--- config.mk ---
export PLATFORM = sky130hd
export DESIGN_NAME = stepatt_ctrl
export DESIGN_NICKNAME = d
export VERILOG_FILES = /design/src/rtl/stepatt_pkg.sv /design/src/rtl/stepatt_sync_edge.sv /design/src/rtl/stepatt_chan.sv /design/src/rtl/stepatt_ctrl.sv
export SDC_FILE = /design/constraint.sdc
export NUM_CORES = 1
export LEC_CHECK = 0
export CORE_MARGIN = 2
export CORE_UTILIZATION = 56
export CTS_CLUSTER_DIAMETER = 80
export CTS_CLUSTER_SIZE = 8
export DETAILED_ROUTE_END_ITERATION = 16
export HOLD_SLACK_MARGIN = 0.15
export PLACE_DENSITY = 0.85
export REMOVE_ABC_BUFFERS = 1
export SETUP_SLACK_MARGIN = 0.05
export SYNTH_ARGS = -nofsm -noshare
export SYNTH_HDL_FRONTEND = slang
export SYNTH_SLANG_ARGS = --single-unit
export TNS_END_PERCENT = 100
--- constraint.sdc ---
create_clock -name clk -period 4.7 [get_ports clk]
set_clock_uncertainty 0.2 [all_clocks]
set_input_delay 0.94 -clock clk [delete_from_list [all_inputs] [get_ports clk]]
set_output_delay 0.94 -clock clk [all_outputs]
set_load 0.05 [all_outputs]
--- src/rtl/stepatt_pkg.sv ---
package stepatt_pkg;

   typedef enum logic [1:0] {
      MODE_HOLD_A = 2'b00,
      MODE_PULSE  = 2'b01,
      MODE_HOLD_B = 2'b10,
      MODE_BUS    = 2'b11
   } mode_e;

   localparam int unsigned SEL_W = 2;

   // code increment for each step-size select value
   function automatic int unsigned step_incr(input logic [SEL_W-1:0] sel);
      case (sel)
         2'b00:   return 1;
         2'b01:   return 2;
         2'b10:   return 4;
         default: return 12;
      endcase
   endfunction

endpackage

--- src/rtl/stepatt_sync_edge.sv ---
module stepatt_sync_edge #(
   parameter int STAGES = 2
) (
   input  logic clk,
   input  logic rst_n,
   input  logic d_i,
   output logic rise_o
);

   if (STAGES < 2) begin : g_bad_stages
      $error("stepatt_sync_edge: STAGES must be at least 2");
   end

   // STAGES synchroniser flops plus one history flop for edge detection
   logic [STAGES:0] sh_q;

   always_ff @(posedge clk or negedge rst_n) begin
      if (!rst_n) sh_q <= '0;
      else        sh_q <= {sh_q[STAGES-1:0], d_i};
   end

   assign rise_o = sh_q[STAGES-1] & ~sh_q[STAGES];

   AST_RISE_ONE_CYCLE: assert property (@(posedge clk) disable iff (!rst_n)
      rise_o |=> !rise_o);

endmodule

--- src/rtl/stepatt_chan.sv ---
module stepatt_chan
   import stepatt_pkg::*;
#(
   parameter int CODE_W = 6
) (
   input  logic              clk,
   input  logic              rst_n,
   input  logic [1:0]        mode_i,
   input  logic [CODE_W-1:0] par_code_i,
   input  logic              hold_i,
   input  logic              up_rise_i,
   input  logic              dn_rise_i,
   input  logic [SEL_W-1:0]  step_sel_i,
   output logic [CODE_W-1:0] code_o
);

   localparam logic [CODE_W-1:0] CODE_MAX = {CODE_W{1'b1}};

   if (CODE_W < 4) begin : g_bad_width
      $error("stepatt_chan: CODE_W must hold the 6 dB increment");
   end

   mode_e             mode;
   logic [CODE_W-1:0] inc;
   logic [CODE_W-1:0] code_q;
   logic [CODE_W-1:0] code_d;
   logic [CODE_W-1:0] headroom;

   assign mode     = mode_e'(mode_i);
   assign inc      = CODE_W'(step_incr(step_sel_i));
   assign headroom = CODE_MAX - code_q;

   always_comb begin
      code_d = code_q;
      case (mode)
         MODE_BUS: begin
            if (!hold_i) code_d = par_code_i;
         end
         MODE_PULSE: begin
            if (up_rise_i && dn_rise_i) begin
               code_d = '0;
            end else if (up_rise_i) begin
               code_d = (code_q < inc) ? '0 : code_q - inc;
            end else if (dn_rise_i) begin
               code_d = (headroom < inc) ? CODE_MAX : code_q + inc;
            end
         end
         default: code_d = code_q;
      endcase
   end

   always_ff @(posedge clk or negedge rst_n) begin
      if (!rst_n) code_q <= '0;
      else        code_q <= code_d;
   end

   assign code_o = code_q;

   AST_BUS_LOAD: assert property (@(posedge clk) disable iff (!rst_n)
      (mode_i == 2'b11 && !hold_i) |=> code_o == $past(par_code_i));
   AST_HOLD_STABLE: assert property (@(posedge clk) disable iff (!rst_n)
      (mode_i == 2'b11 && hold_i) |=> $stable(code_o));
   AST_UP_NO_WRAP: assert property (@(posedge clk) disable iff (!rst_n)
      (mode_i == 2'b01 && up_rise_i && !dn_rise_i) |=> code_o <= $past(code_o));
   AST_DN_NO_WRAP: assert property (@(posedge clk) disable iff (!rst_n)
      (mode_i == 2'b01 && dn_rise_i && !up_rise_i) |=> code_o >= $past(code_o));
   AST_BOTH_CLEARS: assert property (@(posedge clk) disable iff (!rst_n)
      (mode_i == 2'b01 && up_rise_i && dn_rise_i) |=> code_o == '0);
   AST_IDLE_MODE_STABLE: assert property (@(posedge clk) disable iff (!rst_n)
      (mode_i == 2'b00 || mode_i == 2'b10) |=> $stable(code_o));
   AST_PULSE_QUIET: assert property (@(posedge clk) disable iff (!rst_n)
      (mode_i == 2'b01 && !up_rise_i && !dn_rise_i) |=> $stable(code_o));

endmodule

--- src/rtl/stepatt_ctrl.sv ---
module stepatt_ctrl
   import stepatt_pkg::*;
#(
   parameter int NCH         = 2,
   parameter int CODE_W      = 6,
   parameter int SYNC_STAGES = 2
) (
   input  logic                  clk,
   input  logic                  rst_n,
   input  logic [1:0]            mode_i,
   input  logic [NCH-1:0]        en_i,
   input  logic [NCH*CODE_W-1:0] par_code_i,
   input  logic [NCH-1:0]        hold_i,
   input  logic [NCH-1:0]        up_i,
   input  logic [NCH-1:0]        dn_i,
   input  logic [NCH*SEL_W-1:0]  step_sel_i,
   output logic [NCH*CODE_W-1:0] code_o,
   output logic [NCH-1:0]        en_o
);

   if (NCH < 1) begin : g_bad_nch
      $error("stepatt_ctrl: NCH must be at least 1");
   end

   logic [NCH-1:0] en_q;

   always_ff @(posedge clk or negedge rst_n) begin
      if (!rst_n) en_q <= '0;
      else        en_q <= en_i;
   end

   assign en_o = en_q;

   for (genvar c = 0; c < NCH; c++) begin : g_ch
      logic up_rise;
      logic dn_rise;

      stepatt_sync_edge #(.STAGES(SYNC_STAGES)) u_up_edge (
         .clk    (clk),
         .rst_n  (rst_n),
         .d_i    (up_i[c]),
         .rise_o (up_rise)
      );

      stepatt_sync_edge #(.STAGES(SYNC_STAGES)) u_dn_edge (
         .clk    (clk),
         .rst_n  (rst_n),
         .d_i    (dn_i[c]),
         .rise_o (dn_rise)
      );

      stepatt_chan #(.CODE_W(CODE_W)) u_chan (
         .clk        (clk),
         .rst_n      (rst_n),
         .mode_i     (mode_i),
         .par_code_i (par_code_i[c*CODE_W +: CODE_W]),
         .hold_i     (hold_i[c]),
         .up_rise_i  (up_rise),
         .dn_rise_i  (dn_rise),
         .step_sel_i (step_sel_i[c*SEL_W +: SEL_W]),
         .code_o     (code_o[c*CODE_W +: CODE_W])
      );
   end

   AST_EN_DELAY: assert property (@(posedge clk) disable iff (!rst_n)
      1'b1 |=> en_o == $past(en_i));

endmodule

==> impl_metrics.json <==
{
  "status": "complete, no violations",
  "p_per_area_mw_per_mm2": 378,
  "layout_common_cells": "41 x clkdlybuf4s50_1, 32 x inv_1, 26 x dfrtp_1",
  "ys_types": 50,
  "drt_iter0_markers": 173,
  "syn_to_final_growth_pct": 23.6,
  "synth_ff_type": "dfrtp_1",
  "synthArstFlopShare": 1.00,
  "port-buffer-count": 41,
  "wl_per_cell_um": 15.2,
  "crit_path_max_incr_delay_ps": 460,
  "placementRows": 22,
  "place.gp.congestion": 0.932,
  "clk_latency_ps": 260,
  "hold_class": "register to register",
  "grt_pass1_wl_um": 8530,
  "cts_resized": 0,
  "cts_sinks": 26,
  "cp.arrival_ps": 3400,
  "drtAntennaViolNets": 0,
  "dp_hpwl_um": 4000,
  "synth_edf_count": 0,
  "htreeDepth": 1,
  "fin_setup_tns_ps": 0,
  "register_area_um2": 651,
  "path_clk_slew_ps": 90,
  "hold_violations": 0,
  "crit_chain": "clkdlybuf4s50_1, nor2_1, ha_1, inv_1, fa_1, nor2b_1, o21ai_0, a21oi_1, a311oi_1, o32ai_1",
  "synth.top_cell.area_share": 0.299,
  "core_mm2": 0.00369,
  "ir_worst_vdd_mv": 0.278,
  "synth_fa_ha_area_frac": 0.175,
  "period_needed_ps": 3460,
  "wl_um": 5070,
  "drcViolationCount": 0,
  "diodes": 0,
  "synth_cells": 248,
  "critPathKind": "input port to register",
  "crit_path_end_kind": "register",
  "synth_top_family_by_area": "compound AO/OA/AOI/OAI gates",
  "fmax_mhz": 289,
  "worst_ep_required_time_ps": 4650,
  "setup_viol": 0,
  "num-fill-cells": 292,
  "antenna_found_initial": 0,
  "synth_compound_area_frac": 0.265,
  "grt_usage": 0.251,
  "holdBufCountCts": 0,
  "postCtsSetupBuffers": 0,
  "layout.nets": 343,
  "dr.pass1.iters": 4,
  "synth-seq-cells": 26,
  "crit_family": "compound AO/OA/AOI/OAI gates",
  "path_buf_inv": 2,
  "start_kind": "input port",
  "utilization": 0.729,
  "dieArea_mm2": 0.00440,
  "ys_seq_area_frac": 0.299,
  "synth_simple_gate_area_frac": 0.147,
  "synth_mux_area_frac": 0.00978,
  "yosysWarnings": 0,
  "rsz0062_at_grt": "false",
  "cts.path.max_buffers": 2,
  "final_common_cell": "clkdlybuf4s50_1",
  "root_buffer": "clkbuf_8",
  "numCtsBuffers": 3,
  "fin_crit_sh": 0.735,
  "cellLeakagePower_nw": 1.20,
  "worst_pin_slew_ps": 575,
  "multi_input_area_mm2": 0.00137,
  "first_global_vias": 1816,
  "drive_gt1_frac": 0.0385,
  "viasPerCell": 5.72,
  "cts_tree": "yes",
  "syn-cell-area_mm2": 0.00217,
  "slew_headroom": 0.616,
  "drv_slew": 0,
  "grt_max_degree": 27,
  "die_height_um": 66.3,
  "post-synth-top-area-cell": "dfrtp_1",
  "vias": 1912,
  "crit_path_max_fanout": 4,
  "grt_overflow": 0,
  "die_x_um": 66.3,
  "cap_violations": 0,
  "synth.avg_cell_area_um2": 8.77,
  "cpMaxStageDelayCell": "clkdlybuf4s50_1",
  "ios": 42,
  "synth_xor_area_frac": 0.0322,
  "start_util": 0.590,
  "synth_area_leaders": "dfrtp_1 30%, ha_1 14%, inv_1 5.5%"
}
## synthesized netlist by cell type, types with 5 or more instances
library cell and n:
o21ai_0 14, inv_1 32, xnor2_1 5, nand2_1 16, dfrtp_1 26, ha_1 24
nor2_1 12, a211o_1 5, o31ai_1 7, nor3_1 6, buf_2 5, nor2b_1 8
a21oi_1 17
## cells by family after synthesis
logic type	Yosys count
AOI/OAI and AO/OA	83
and+or+nand+nor	61
buffers and inverters	40
adders and majority gates	28
DFF	26
xor gates and xnor gates	8
muxes	2
## sequential cells by signal (all words and copies together) (netlist names)
signal               flops
en_o                     2
g_ch.u_chan.code_o      12
g_ch.u_dn_edge.sh_q      6
g_ch.u_up_edge.sh_q      6
## area by class of cell
class / instances / share of cell area
inverters: 32 / 0.0447
clock inverters: 1 / 0.0112
multi-input cells: 182 / 0.509
clock buffers: 3 / 0.0154
repair buffers: 42 / 0.155
flip-flops and latches: 26 / 0.242
well taps: 48 / 0.0223
## power breakdown
group / switching, mW / internal (mW)
Combinational: 0.313 / 0.212
Clock: 0.0674 / 0.114
Sequential: 0.0556 / 0.255
## final timing paths
path / end / slack, ps / startpoint / depth (start not counted)
hold / removal: g_ch[0].u_dn_edge.sh_q[1] / 160 / g_ch[0].u_dn_edge.sh_q[0] / 0
setup reg to reg: g_ch[0].u_chan.code_o[4] / 2160 / g_ch[0].u_chan.code_o[0] / 9
hold reg to reg: g_ch[0].u_dn_edge.sh_q[1] / 160 / g_ch[0].u_dn_edge.sh_q[0] / 0
max in group asynchronous: g_ch[1].u_chan.code_o[2] / 3230 / rst_n / 2
min in group asynchronous: g_ch[0].u_up_edge.sh_q[0] / 830 / rst_n / 2
setup / recovery: g_ch[0].u_chan.code_o[4] / 1240 / step_sel_i[1] / 10
## per-layer routing
layer | routed length (µm) | up-vias | GRT usage | share of wire
met4 | 10 | 0 | 0.0434 | 0.0020
li1 | - | 953 | - | -
met3 | 277 | 2 | 0.0239 | 0.055
met1 | 2430 | 891 | 0.368 | 0.48
met5 | 0 | - | 0 | 0
met2 | 2360 | 66 | 0.408 | 0.46
## through the flow
step,hold slack [ps],setup WS (ps),cells,instance area (µm²),power (mW)
after floorplan,131,1740,240,2140,0.665
after global placement,132,1060,330,2620,0.820
after detailed placement,146,963,330,2620,0.828
after CTS,167,1250,334,2690,1.01
after global routing,176,994,334,2690,1.09
final,164,1240,334,2690,1.02
No activity file was read; power rests on OpenSTA's default activity.
